`config.mk`:
```
export PLATFORM = sky130hd
export DESIGN_NAME = lfsr_noise_gen
export DESIGN_NICKNAME = d
export VERILOG_FILES = /design/src/rtl/lfsr_noise_pkg.sv /design/src/rtl/lfsr_noise_adv.sv /design/src/rtl/lfsr_noise_core.sv /design/src/rtl/lfsr_noise_level.sv /design/src/rtl/lfsr_noise_gen.sv
export SDC_FILE = /design/constraint.sdc
export NUM_CORES = 1
export LEC_CHECK = 0
export ABC_AREA = 0
export CAP_MARGIN = 30
export CORE_ASPECT_RATIO = 0.8
export CORE_MARGIN = 2
export CORE_UTILIZATION = 65
export CTS_CLUSTER_SIZE = 10
export DETAILED_ROUTE_END_ITERATION = 10
export DONT_BUFFER_PORTS = 1
export PLACE_DENSITY = 0.78
export SYNTH_ARGS = -nofsm -noshare
export SYNTH_HDL_FRONTEND = slang
export SYNTH_HIERARCHICAL = 1
export SYNTH_SLANG_ARGS = --single-unit
```
`constraint.sdc`:
```
create_clock -name clk -period 11.1 [get_ports clk]
set_clock_uncertainty 0.05 [all_clocks]
set_input_delay 3.33 -clock clk [delete_from_list [all_inputs] [get_ports clk]]
set_output_delay 3.33 -clock clk [all_outputs]
set_load 0.05 [all_outputs]
```
`src/rtl/lfsr_noise_pkg.sv`:
```
package lfsr_noise_pkg;

   typedef enum logic [2:0] {
      OP_XOR   = 3'd0,
      OP_XNOR  = 3'd1,
      OP_AND   = 3'd2,
      OP_OR    = 3'd3,
      OP_NAND  = 3'd4,
      OP_NOR   = 3'd5,
      OP_FIRST = 3'd6,
      OP_ZERO  = 3'd7
   } comb_op_e;

   typedef enum logic [1:0] {
      ADV_RISE  = 2'd0,
      ADV_FALL  = 2'd1,
      ADV_COUNT = 2'd2,
      ADV_RATE  = 2'd3
   } adv_mode_e;

   // Single-bit combining stage used by the infeed and tap stages.
   function automatic logic comb_bit(input logic [2:0] op, input logic a, input logic b);
      logic r;
      case (comb_op_e'(op))
         OP_XOR:   r = a ^ b;
         OP_XNOR:  r = ~(a ^ b);
         OP_AND:   r = a & b;
         OP_OR:    r = a | b;
         OP_NAND:  r = ~(a & b);
         OP_NOR:   r = ~(a | b);
         OP_FIRST: r = a;
         default:  r = 1'b0;
      endcase
      return r;
   endfunction

endpackage

```
`src/rtl/lfsr_noise_adv.sv`:
```
module lfsr_noise_adv #(
   parameter int CNT_W      = 4,
   parameter int PHASE_W    = 8,
   parameter int SYNC_DEPTH = 0
) (
   input  logic               clk,
   input  logic               rst_n,
   input  logic [1:0]         mode,
   input  logic               clr_act,
   input  logic               shift_clk_in,
   input  logic [CNT_W-1:0]   count_in,
   input  logic               count_load,
   input  logic [PHASE_W-1:0] phase_inc,
   output logic               shift_req,
   output logic               busy
);
   import lfsr_noise_pkg::*;

   logic               sck;
   logic               sck_prev_q;
   logic [CNT_W-1:0]   rem_q;
   logic [PHASE_W-1:0] phase_q;
   logic [PHASE_W:0]   phase_sum;

   // Optional synchroniser on the external shift clock.
   generate
      if (SYNC_DEPTH == 0) begin : g_nosync
         assign sck = shift_clk_in;
      end else begin : g_sync
         logic [SYNC_DEPTH-1:0] sync_q;
         always_ff @(posedge clk or negedge rst_n) begin
            if (!rst_n) sync_q <= '0;
            else        sync_q <= {sync_q[SYNC_DEPTH-2+((SYNC_DEPTH==1)?1:0):0], shift_clk_in};
         end
         assign sck = sync_q[SYNC_DEPTH-1];
      end
   endgenerate

   assign phase_sum = {1'b0, phase_q} + {1'b0, phase_inc};
   assign busy      = (rem_q != '0);

   always_comb begin
      case (adv_mode_e'(mode))
         ADV_RISE:  shift_req = sck & ~sck_prev_q;
         ADV_FALL:  shift_req = ~sck & sck_prev_q;
         ADV_COUNT: shift_req = busy;
         default:   shift_req = phase_sum[PHASE_W];
      endcase
   end

   always_ff @(posedge clk or negedge rst_n) begin
      if (!rst_n) begin
         sck_prev_q <= 1'b0;
         phase_q    <= '0;
         rem_q      <= '0;
      end else begin
         sck_prev_q <= sck;
         phase_q    <= phase_sum[PHASE_W-1:0];
         if (clr_act)
            rem_q <= '0;
         else if (busy)
            rem_q <= rem_q - 1'b1;
         else if (adv_mode_e'(mode) == ADV_COUNT && count_load)
            rem_q <= count_in;
      end
   end

   // a running burst only counts down, never reloads
   p_no_reload_r7: assert property (@(posedge clk) disable iff (!rst_n)
      (busy && !clr_act) |=> (rem_q == $past(rem_q) - 1'b1));

   // an increment below half the range never gives back-to-back carries
   p_rate_gap_r8: assert property (@(posedge clk) disable iff (!rst_n)
      (adv_mode_e'(mode) == ADV_RATE && shift_req && !phase_inc[PHASE_W-1]) |=> !shift_req);

   // soft reset ends any burst
   p_clr_stops_burst_r5: assert property (@(posedge clk) disable iff (!rst_n)
      clr_act |=> !busy);

endmodule

```
`src/rtl/lfsr_noise_core.sv`:
```
module lfsr_noise_core #(
   parameter int MAX_LEN = 16,
   parameter int IDX_W   = 5
) (
   input  logic               clk,
   input  logic               rst_n,
   input  logic               clr_act,
   input  logic               shift,
   input  logic               feed,
   input  logic [IDX_W-1:0]   len,
   input  logic [IDX_W-1:0]   tap0,
   input  logic [IDX_W-1:0]   tap1,
   input  logic [IDX_W-1:0]   out_tap,
   input  logic [2:0]         op0,
   input  logic [2:0]         op1,
   input  logic [2:0]         op2,
   input  logic [MAX_LEN-1:0] ins_mask,
   input  logic [MAX_LEN-1:0] seed,
   output logic               out_raw
);
   import lfsr_noise_pkg::*;

   logic [MAX_LEN-1:0] data_q;
   logic               fb_q;
   logic [MAX_LEN-1:0] lmask, ins_v, shl_v, data_sh, seed_m;
   logic               stage1, fb_sh, fb_rs;

   function automatic logic [MAX_LEN-1:0] comb_vec(input logic [2:0] op,
                                                   input logic [MAX_LEN-1:0] a,
                                                   input logic [MAX_LEN-1:0] b,
                                                   input logic [MAX_LEN-1:0] m);
      logic [MAX_LEN-1:0] r;
      case (comb_op_e'(op))
         OP_XOR:   r = a ^ b;
         OP_XNOR:  r = ~(a ^ b);
         OP_AND:   r = a & b;
         OP_OR:    r = a | b;
         OP_NAND:  r = ~(a & b);
         OP_NOR:   r = ~(a | b);
         OP_FIRST: r = a;
         default:  r = '0;
      endcase
      return r & m;
   endfunction

   // Index N returns the stored feedback bit, above N returns zero.
   function automatic logic pick(input logic [MAX_LEN-1:0] v, input logic fb,
                                 input logic [IDX_W-1:0] idx);
      logic [MAX_LEN-1:0] s;
      s = v >> idx;
      if (idx == len)     return fb;
      else if (idx < len) return s[0];
      else                return 1'b0;
   endfunction

   always_comb begin
      // Wraps to all ones when len equals MAX_LEN.
      lmask   = (MAX_LEN'(1) << len) - MAX_LEN'(1);
      stage1  = comb_bit(op1, fb_q, feed);
      ins_v   = stage1 ? (ins_mask & lmask) : '0;
      shl_v   = (data_q << 1) & lmask;
      data_sh = comb_vec(op2, ins_v, shl_v, lmask);
      fb_sh   = comb_bit(op0, pick(data_sh, fb_q, tap0), pick(data_sh, fb_q, tap1));
      seed_m  = seed & lmask;
      fb_rs   = comb_bit(op0, pick(seed_m, fb_q, tap0), pick(seed_m, fb_q, tap1));
      out_raw = pick(data_q, fb_q, out_tap);
   end

   always_ff @(posedge clk or negedge rst_n) begin
      if (!rst_n) begin
         data_q <= '0;
         fb_q   <= 1'b0;
      end else if (clr_act) begin
         data_q <= seed_m;
         fb_q   <= fb_rs;
      end else if (shift) begin
         data_q <= data_sh;
         fb_q   <= fb_sh;
      end
   end

   // soft reset loads the trimmed seed
   p_seed_load_r5: assert property (@(posedge clk) disable iff (!rst_n)
      clr_act |=> (data_q == $past(seed & lmask)));

   // without a reset or an advance the state holds
   p_hold_r9: assert property (@(posedge clk) disable iff (!rst_n)
      (!clr_act && !shift) |=> ($stable(data_q) && $stable(fb_q)));

   // data never holds bits above the active length
   p_len_clean_r2: assert property (@(posedge clk) disable iff (!rst_n)
      (clr_act || shift) |=> ((data_q & ~$past(lmask)) == '0));

endmodule

```
`src/rtl/lfsr_noise_level.sv`:
```
module lfsr_noise_level #(
   parameter int AMP_W  = 8,
   parameter int BIAS_W = 10,
   parameter int LVL_W  = 12
) (
   input  logic                     clk,
   input  logic                     rst_n,
   input  logic                     enable,
   input  logic                     bit_in,
   input  logic [AMP_W-1:0]         amplitude,
   input  logic signed [BIAS_W-1:0] bias,
   output logic                     noise_bit,
   output logic signed [LVL_W-1:0]  level
);
   logic signed [LVL_W-1:0] half_s, bias_s, swing_s;

   assign half_s    = signed'(LVL_W'(amplitude >> 1));
   assign bias_s    = LVL_W'(bias);
   assign swing_s   = bit_in ? half_s : -half_s;
   assign noise_bit = enable & bit_in;
   assign level     = enable ? (swing_s + bias_s) : '0;

   // with no bias the sign of the level follows the bit
   p_sign_r10: assert property (@(posedge clk) disable iff (!rst_n)
      (enable && bias == '0 && amplitude > AMP_W'(1)) |-> (level[LVL_W-1] == !noise_bit));

   // disabled output is silent
   p_quiet_r9: assert property (@(posedge clk) disable iff (!rst_n)
      !enable |-> (!noise_bit && level == '0));

endmodule

```
`src/rtl/lfsr_noise_gen.sv`:
```
module lfsr_noise_gen #(
   parameter int MAX_LEN    = 16,
   parameter int CNT_W      = 4,
   parameter int PHASE_W    = 8,
   parameter int AMP_W      = 8,
   parameter int BIAS_W     = 10,
   parameter int SYNC_DEPTH = 0,
   localparam int IDX_W     = $clog2(MAX_LEN + 1),
   localparam int LVL_W     = ((AMP_W > BIAS_W) ? AMP_W : BIAS_W) + 2
) (
   input  logic                     clk,
   input  logic                     rst_n,
   input  logic [IDX_W-1:0]         cfg_len,
   input  logic [IDX_W-1:0]         cfg_tap0,
   input  logic [IDX_W-1:0]         cfg_tap1,
   input  logic [IDX_W-1:0]         cfg_out_tap,
   input  logic [2:0]               cfg_op0,
   input  logic [2:0]               cfg_op1,
   input  logic [2:0]               cfg_op2,
   input  logic [MAX_LEN-1:0]       cfg_ins_mask,
   input  logic                     cfg_invert,
   input  logic                     cfg_clr_high,
   input  logic [1:0]               cfg_mode,
   input  logic [PHASE_W-1:0]       cfg_phase_inc,
   input  logic [MAX_LEN-1:0]       seed,
   input  logic                     clr_in,
   input  logic                     enable,
   input  logic                     shift_clk_in,
   input  logic                     feed_in,
   input  logic [CNT_W-1:0]         count_in,
   input  logic                     count_load,
   input  logic [AMP_W-1:0]         amplitude,
   input  logic signed [BIAS_W-1:0] bias,
   output logic                     busy,
   output logic                     noise_bit,
   output logic signed [LVL_W-1:0]  level
);
   generate
      if (MAX_LEN < 2 || MAX_LEN > 64) begin : g_bad_len
         $error("MAX_LEN must be within 2..64");
      end
      if (CNT_W < 1 || PHASE_W < 2) begin : g_bad_ctrl
         $error("CNT_W must be >= 1 and PHASE_W >= 2");
      end
      if (SYNC_DEPTH < 0) begin : g_bad_sync
         $error("SYNC_DEPTH must not be negative");
      end
   endgenerate

   logic [IDX_W-1:0]   len_q, tap0_q, tap1_q, out_tap_q;
   logic [2:0]         op0_q, op1_q, op2_q;
   logic [MAX_LEN-1:0] ins_mask_q;
   logic               invert_q, clr_high_q;
   logic [1:0]         mode_q;
   logic [PHASE_W-1:0] phase_inc_q;
   logic               clr_act, shift_req, out_raw;

   // Configuration is sampled while the system reset is held.
   always_ff @(posedge clk) begin
      if (!rst_n) begin
         len_q       <= cfg_len;
         tap0_q      <= cfg_tap0;
         tap1_q      <= cfg_tap1;
         out_tap_q   <= cfg_out_tap;
         op0_q       <= cfg_op0;
         op1_q       <= cfg_op1;
         op2_q       <= cfg_op2;
         ins_mask_q  <= cfg_ins_mask;
         invert_q    <= cfg_invert;
         clr_high_q  <= cfg_clr_high;
         mode_q      <= cfg_mode;
         phase_inc_q <= cfg_phase_inc;
      end
   end

   assign clr_act = (clr_in == clr_high_q);

   lfsr_noise_adv #(
      .CNT_W(CNT_W), .PHASE_W(PHASE_W), .SYNC_DEPTH(SYNC_DEPTH)
   ) u_adv (
      .clk(clk), .rst_n(rst_n), .mode(mode_q), .clr_act(clr_act),
      .shift_clk_in(shift_clk_in), .count_in(count_in), .count_load(count_load),
      .phase_inc(phase_inc_q), .shift_req(shift_req), .busy(busy)
   );

   lfsr_noise_core #(
      .MAX_LEN(MAX_LEN), .IDX_W(IDX_W)
   ) u_core (
      .clk(clk), .rst_n(rst_n), .clr_act(clr_act), .shift(shift_req), .feed(feed_in),
      .len(len_q), .tap0(tap0_q), .tap1(tap1_q), .out_tap(out_tap_q),
      .op0(op0_q), .op1(op1_q), .op2(op2_q), .ins_mask(ins_mask_q), .seed(seed),
      .out_raw(out_raw)
   );

   lfsr_noise_level #(
      .AMP_W(AMP_W), .BIAS_W(BIAS_W), .LVL_W(LVL_W)
   ) u_level (
      .clk(clk), .rst_n(rst_n), .enable(enable), .bit_in(out_raw ^ invert_q),
      .amplitude(amplitude), .bias(bias), .noise_bit(noise_bit), .level(level)
   );

   // latched length stays in its legal range
   p_len_range_r1: assert property (@(posedge clk) disable iff (!rst_n)
      (len_q != '0) && (int'(len_q) <= MAX_LEN));

endmodule

```
==> metrics.cfg, run 1 <==
[outcome]
status = finished clean

[critical_path]
critPathLaunchType = input port
critical_path_sink_type = output pin
top_fanout_value_on_the_critical_path = 4
critical_path_data_required_time_ns = 7.72
critPathArrivalTime_ns = 6.04
worstSetupPathType = input port to output pin

[timing]
tightestPinTransition_ns = 0.928
finalSetupTns_ns = 0
final-max-slew-violation-count = 0
setup_viol = 0
timing.final.crit_period_ns = 9.42
final.hold.worst_slack_ns = 0.422
grt_setup_unrepaired = no
timing_hold_violations_final = 0
max_clock_freq_mhz = 106
relSlewSlack_pct = 38.1
final_clock_period_utilization_by_the_worst_path_pct = 84.9

[drt]
via_per_inst = 6.78
via_count = 6484
antenna_left = 0
post_route_drc_violation_count = 0
finalWirelength_mm = 20.4
detailedRoute.firstPassIterationCount = 6
drt-initial-drc-count = 717
wire_per_inst_um = 21.3

[synth]
synth_cells = 822
synth.top_cell.area_share_pct = 22.7
xor_and_xnor_area_share_after_synthesis_pct = 3.39
postSynth.topFlopCell = sky130_fd_sc_hd__edfxtp_1
synth_edf_count = 57
synth_area_mm2 = 0.00753
synth.distinct_cells = 87
synthSimpleGateAreaFrac_pct = 16.9
warnings_from_yosys = 6
post_synthesis_compound_gate_area_fraction_pct = 21.2
biggest_area_contributors_in_the_synthesized_netlist = sky130_fd_sc_hd__edfxtp_1 23%, sky130_fd_sc_hd__ha_1 13%, sky130_fd_sc_hd__dfrtp_1 10%
synth-seq-cells = 87
synth.avg_cell_area_um2 = 9.16
main_combinational_cell_family_by_area_after_synthesis = compound AO/OA/AOI/OAI gates
sequential_area_share_after_synthesis_pct = 32.7
synth_async_sr_flop_share_pct = 34.5
synth_fp_nets = 1002
synth_fa_ha_area_share_pct = 13.2
yosysTopAreaCell = sky130_fd_sc_hd__edfxtp_1
synthMuxAreaShare_pct = 6.33

[cells_and_area]
nFillCells = 855
most_used_cells_in_the_layout_excluding_fill_and_tap_cells = 76 x sky130_fd_sc_hd__ha_1, 74 x sky130_fd_sc_hd__inv_1, 74 x sky130_fd_sc_hd__nand2_1, 57 x sky130_fd_sc_hd__edfxtp_1, 57 x sky130_fd_sc_hd__nor2_1
drive_above_1_share_pct = 8.42
layout.cells.most_common = sky130_fd_sc_hd__ha_1
seqCellArea_mm2 = 0.00246
fin_nets = 983
multi_input_area_mm2 = 0.00460
antenna-diode-count = 0
area.growth.synth_to_final_pct = 5.12

[place]
gp_congestion = 0.929
dpl.hpwl_mm = 15.4
buffer_ports.inserted = 0

[global_routing]
grt.overflow.total = 0
first_global_vias = 6183
grtUsageTotal_pct = 32.7
grt_first_pass_wirelength_mm = 32.2
antenna_found_initial = 0
grt_start_max_net_pins = 41

[clocking]
number_of_gates_given_a_new_drive_strength_after_cts = 0
tritoncts = yes
htree_levels = 3
cts_post_setup_buffers_inserted = 0
clk_root_buffer_cell = sky130_fd_sc_hd__clkbuf_16
clock_tree.buffer_depth = 2
clk_pin_slew_worst_paths_ns = 0.07
cts_num_sinks = 87
clock_latency_ns = 0.34
cts-buffers-inserted = 9
hold_buffers = 0

[run]
max_cap_violations = 0

[floorplan]
die_width_um = 124
start_util_pct = 66.1
core_area_mm2 = 0.0114
die_area_mm2 = 0.0125
std_cell_rows = 35
fp.dieH_um = 100
pin_count = 116

[pwr]
power_per_cell_area_mw_per_mm2 = 190
p_leak_nw = 3.48
worst_ir_drop_vdd_mv = 0.119

[min_path]
holdCritPathClass = flip-flop to flip-flop

## synth_stat cells (all sizes together) (6+ instances only)
cell / number
a31oi: 11
dfrtp: 30
o22ai: 6
and3: 20
nand2: 75
a221oi: 9
nor2b: 11
o21ai: 45
buf: 18
or3: 7
nand3: 21
a211oi: 20
nor3: 21
ha: 76
nand2b: 8
mux2i: 18
clkbuf: 21
o211ai: 9
a21oi: 57
mux4: 11
edfxtp: 57
a21boi: 7
a21o: 14
xnor2: 15
nand3b: 6
nor2: 57
inv: 76
xor2: 12
## cell type report
class                   count  area share (%)
clock buffers               9            2.85
clock inverters             7           0.901
inverters                  77            3.65
multi-input cells         619            58.1
flip-flops and latches     87            31.1
well taps                 148            2.34
repair buffers              9            1.01
## critical path, cell delays in order
cell and delay, ns:
sky130_fd_sc_hd__inv_1 0.04, sky130_fd_sc_hd__ha_1 0.15, sky130_fd_sc_hd__nor2b_1 0.26, sky130_fd_sc_hd__a21oi_1 0.13, sky130_fd_sc_hd__xor2_1 0.18, sky130_fd_sc_hd__ha_1 0.35, sky130_fd_sc_hd__and3_1 0.20, sky130_fd_sc_hd__a221oi_4 0.39
sky130_fd_sc_hd__nor3_1 0.13, sky130_fd_sc_hd__o21ai_0 0.16, sky130_fd_sc_hd__nor3b_2 0.71
## worst paths after layout
path | from | end | slack, ns | depth (start not counted)
max | amplitude[1] | level[9] | 1.68 | 11
max reg2reg | len_q[4] | u_core/fb_q | 4.39 | 26
min in group asynchronous | rst_n | u_core/fb_q | 2.62 | 0
min | u_adv/phase_q[0] | u_adv/phase_q[0] | 0.42 | 1
max in group asynchronous | rst_n | u_core/data_q[8] | 8.29 | 0
min reg2reg | u_adv/phase_q[0] | u_adv/phase_q[0] | 0.42 | 1
## cell families (layout without fill, tap and decap cells)
logic type      Yosys count  count (layout)
mux                      33              33
buf+inv                 116             102
flops                    87              87
fa+ha+maj                78              78
simple gates            253             253
compound gates          228             228
xor+xnor                 27              27
## per-layer routing
metal  up-vias  global-route usage (%)  part of all wire (%)
met1      3106                    44.8                    42
met2       357                    52.0                    45
li1       2982                       -                     -
met3        39                    8.37                    10
met5         -                       0                     0
met4         0                    9.16                   2.1
## through the flow
step	instances	total power [W]	worst slack (ns)	area, µm²	util [%]
floorplan	822	0.00104	1.82	7530	-
CTS	956	0.00149	1.72	7910	69.5
global placement	938	0.00114	1.66	7590	66.7
finish	956	0.00151	1.68	7910	69.5
global route	956	0.00160	1.53	7910	69.5
detailed placement	940	0.00119	1.75	7620	66.9
## power by group
part	total, W	internal [W]	switching [W]
sequential	0.000473	0.000408	0.0000648
clock	0.000304	0.000160	0.000144
combinational	0.000729	0.000284	0.000445
total	0.00151	0.000851	0.000654
## state kept, by name, summed over array words and instances, names as in the netlist, 4 cells and up
register,cells
ins_mask_q,16
u_core/data_q,16
phase_inc_q,8
u_adv/phase_q,8
len_q,5
out_tap_q,5
tap0_q,5
tap1_q,5
u_adv/rem_q,4
No activity file was read; power rests on OpenSTA's default activity.
==> inputs of run 2 (changes only) <==
==> constraint.sdc (replaced) <==
create_clock -name clk -period 9 [get_ports clk]
set_clock_uncertainty 0.05 [all_clocks]
set_input_delay 2.7 -clock clk [delete_from_list [all_inputs] [get_ports clk]]
set_output_delay 2.7 -clock clk [all_outputs]
set_load 0.05 [all_outputs]
==> run 2 against run 1 <==
  * Count of clock-buffer cells in the layout did not move
  * Routed wire length up 2.7%
  * Hold slack got worse by 0.00060 ns
  * Largest power group unchanged
  * Critical path type is now input port to flip-flop
  * Combinational power grew 26%
  * Final cell count up 0.31%
  * Sequential share of layout area hardly changed
  * Clock power up 20%
  * Register-to-register slack got worse by 2.1 ns
  * Power rose by 24%
  * Critical path depth grew 15
==> metrics.cfg, run 2 (synthesis results as in run 1) <==
[floorplan]
die_area_mm2 = 0.0125  ; unchanged
start_util_pct = 66.1  ; unchanged
core_area_mm2 = 0.0114  ; unchanged
pin_count = 116  ; unchanged
fp.dieH_um = 100  ; unchanged
std_cell_rows = 35  ; unchanged
die_width_um = 124  ; unchanged

[cells_and_area]
fin_nets = 986  ; was 983
drive_above_1_share_pct = 8.75  ; was 8.42%
seqCellArea_mm2 = 0.00246  ; unchanged
nFillCells = 909  ; was 855
reg.largest.list = ins_mask_q: 16 flops, u_core/data_q: 16 flops  ; unchanged
most_used_cells_in_the_layout_excluding_fill_and_tap_cells = 76 x sky130_fd_sc_hd__ha_1, 74 x sky130_fd_sc_hd__inv_1, 74 x sky130_fd_sc_hd__nand2_1, 57 x sky130_fd_sc_hd__edfxtp_1, 57 x sky130_fd_sc_hd__nor2_1  ; unchanged
layout.cells.most_common = sky130_fd_sc_hd__ha_1  ; unchanged
multi_input_area_mm2 = 0.00460  ; unchanged
antenna-diode-count = 0  ; unchanged
area.growth.synth_to_final_pct = 5.15  ; was 5.12%

[timing]
timing.final.crit_period_ns = 8.03
tightestPinTransition_ns = 1.08  ; was 0.928 ns
relSlewSlack_pct = 26.4  ; was 38.1%
timing_hold_violations_final = 0  ; unchanged
finalSetupTns_ns = 0  ; unchanged
final_clock_period_utilization_by_the_worst_path_pct = 89.2
grt_setup_unrepaired = no  ; unchanged
setup_viol = 0  ; unchanged
max_clock_freq_mhz = 125
final-max-slew-violation-count = 0  ; unchanged
final.hold.worst_slack_ns = 0.421  ; was 0.422 ns

[clocking]
clk_root_buffer_cell = sky130_fd_sc_hd__clkbuf_16  ; unchanged
htree_levels = 3  ; unchanged
cts_num_sinks = 87  ; unchanged
clk_pin_slew_worst_paths_ns = 0.07  ; about the same
cts_post_setup_buffers_inserted = 0  ; unchanged
hold_buffers = 0  ; unchanged
number_of_gates_given_a_new_drive_strength_after_cts = 0  ; unchanged
clock_tree.buffer_depth = 2  ; unchanged
tritoncts = yes  ; unchanged
cts-buffers-inserted = 9  ; unchanged
clock_latency_ns = 0.34  ; about the same

[global_routing]
grt_first_pass_wirelength_mm = 31.7  ; was 32.2 mm
grtUsageTotal_pct = 32.5  ; was 32.7%
antenna_found_initial = 0  ; unchanged
grt.overflow.total = 0  ; unchanged
first_global_vias = 6068  ; was 6183
grt_start_max_net_pins = 58  ; was 41

[critical_path]
critPathLaunchType = input port  ; unchanged
top_fanout_value_on_the_critical_path = 17  ; was 4
critical_path_data_required_time_ns = 9.18  ; was 7.72 ns
critPathArrivalTime_ns = 8.21  ; was 6.04 ns
r2r_slack_ns = 2.27  ; was 4.39 ns
critical_path_sink_type = flip-flop  ; was output pin
worstSetupPathType = input port to flip-flop  ; was input port to output pin

[run]
max_cap_violations = 0  ; unchanged

[drt]
via_per_inst = 6.91  ; was 6.78
finalWirelength_mm = 21.0  ; was 20.4 mm
drt-initial-drc-count = 787  ; was 717
detailedRoute.firstPassIterationCount = 6  ; unchanged
via_count = 6625  ; was 6484
antenna_left = 0  ; unchanged
wire_per_inst_um = 21.8  ; was 21.3 µm
post_route_drc_violation_count = 0  ; unchanged

[min_path]
holdCritPathClass = flip-flop to flip-flop  ; unchanged

[pwr]
power_per_cell_area_mw_per_mm2 = 236  ; was 190 mW/mm²
p_leak_nw = 3.48  ; about the same
worst_ir_drop_vdd_mv = 0.165  ; was 0.119 mV

[outcome]
status = finished clean  ; unchanged

[place]
buffer_ports.inserted = 0  ; unchanged
dpl.hpwl_mm = 15.5  ; was 15.4 mm
gp_congestion = 0.997  ; was 0.929

==> run 2: cell types whose count changed in the layout (fill, tap and decap cells not counted), sizes merged <==
cell      previous run  this run
clkbuf               9        10
clkinvlp             0         1
inv                 82        80
clkinv               2         3
buf                  9        11
==> run 2: stage by stage <==
step                      setup slack [ns]  utilization, %  cell area, µm²  instances  total power, W
final                                0.971            69.5            7920        959         0.00187
after CTS                             1.02            69.5            7910        958         0.00185
after global placement               0.968            66.9            7620        942         0.00142
after floorplan                      0.981               -            7530        822         0.00128
after global routing                 0.749            69.5            7920        959         0.00197
after detailed placement             0.766            66.9            7620        942         0.00148
==> run 2: routing by layer <==
metal	global-route usage, %	wire, µm
met1	44.0	8300
met5	0	0
met2	52.7	9700
met4	10.4	519
met3	7.09	2430
==> run 2: worst max-delay path, stage by stage <==
cell                        delay (ns)
sky130_fd_sc_hd__inv_1            0.02
sky130_fd_sc_hd__ha_1             0.29
sky130_fd_sc_hd__nor2b_1          0.16
sky130_fd_sc_hd__a2111oi_4        0.49
sky130_fd_sc_hd__nor3_2           0.18
sky130_fd_sc_hd__buf_4            0.23
sky130_fd_sc_hd__and3_1           0.20
sky130_fd_sc_hd__ha_1             0.34
sky130_fd_sc_hd__nor2_1           0.06
sky130_fd_sc_hd__or3_1            0.33
sky130_fd_sc_hd__a21oi_1          0.18
sky130_fd_sc_hd__a21oi_1          0.06
sky130_fd_sc_hd__a21boi_0         0.57
sky130_fd_sc_hd__nor2b_1          0.21
sky130_fd_sc_hd__a211oi_1         0.06
sky130_fd_sc_hd__o311ai_1         0.53
sky130_fd_sc_hd__a41oi_1          0.21
sky130_fd_sc_hd__ha_1             0.38
sky130_fd_sc_hd__nor2_1           0.12
sky130_fd_sc_hd__nor2_1           0.05
sky130_fd_sc_hd__a211oi_1         0.22
sky130_fd_sc_hd__a21oi_1          0.07
sky130_fd_sc_hd__a211o_1          0.29
sky130_fd_sc_hd__nand2_1          0.06
sky130_fd_sc_hd__a21oi_1          0.06
sky130_fd_sc_hd__o221a_1          0.11
==> run 2: final cells by class <==
cell class                 count  share of cell area [%]
clock buffer                   9                    2.84
clock inverter                 7                   0.838
inverter                      77                    3.65
multi-input combinational    619                    58.1
sequential                    87                    31.1
tap                          148                    2.34
timing repair buffer          12                    1.11
==> run 2: final timing paths <==
check | startpoint | end | depth (start not counted)
min | u_adv/phase_q[0] | u_adv/phase_q[0] | 1
min in group asynchronous | rst_n | u_adv/phase_q[5] | 0
max reg2reg | len_q[4] | u_core/fb_q | 26
max | feed_in | u_core/fb_q | 26
min reg2reg | u_adv/phase_q[0] | u_adv/phase_q[0] | 1
max in group asynchronous | rst_n | u_core/data_q[14] | 0
==> run 2: power by group <==
group	switching (W)	leakage [nW]	internal, W
Clock	0.000171	0.142	0.000194
Combinational	0.000563	2.42	0.000356
Sequential	0.0000807	0.917	0.000503
Total	0.000815	3.48	0.00105
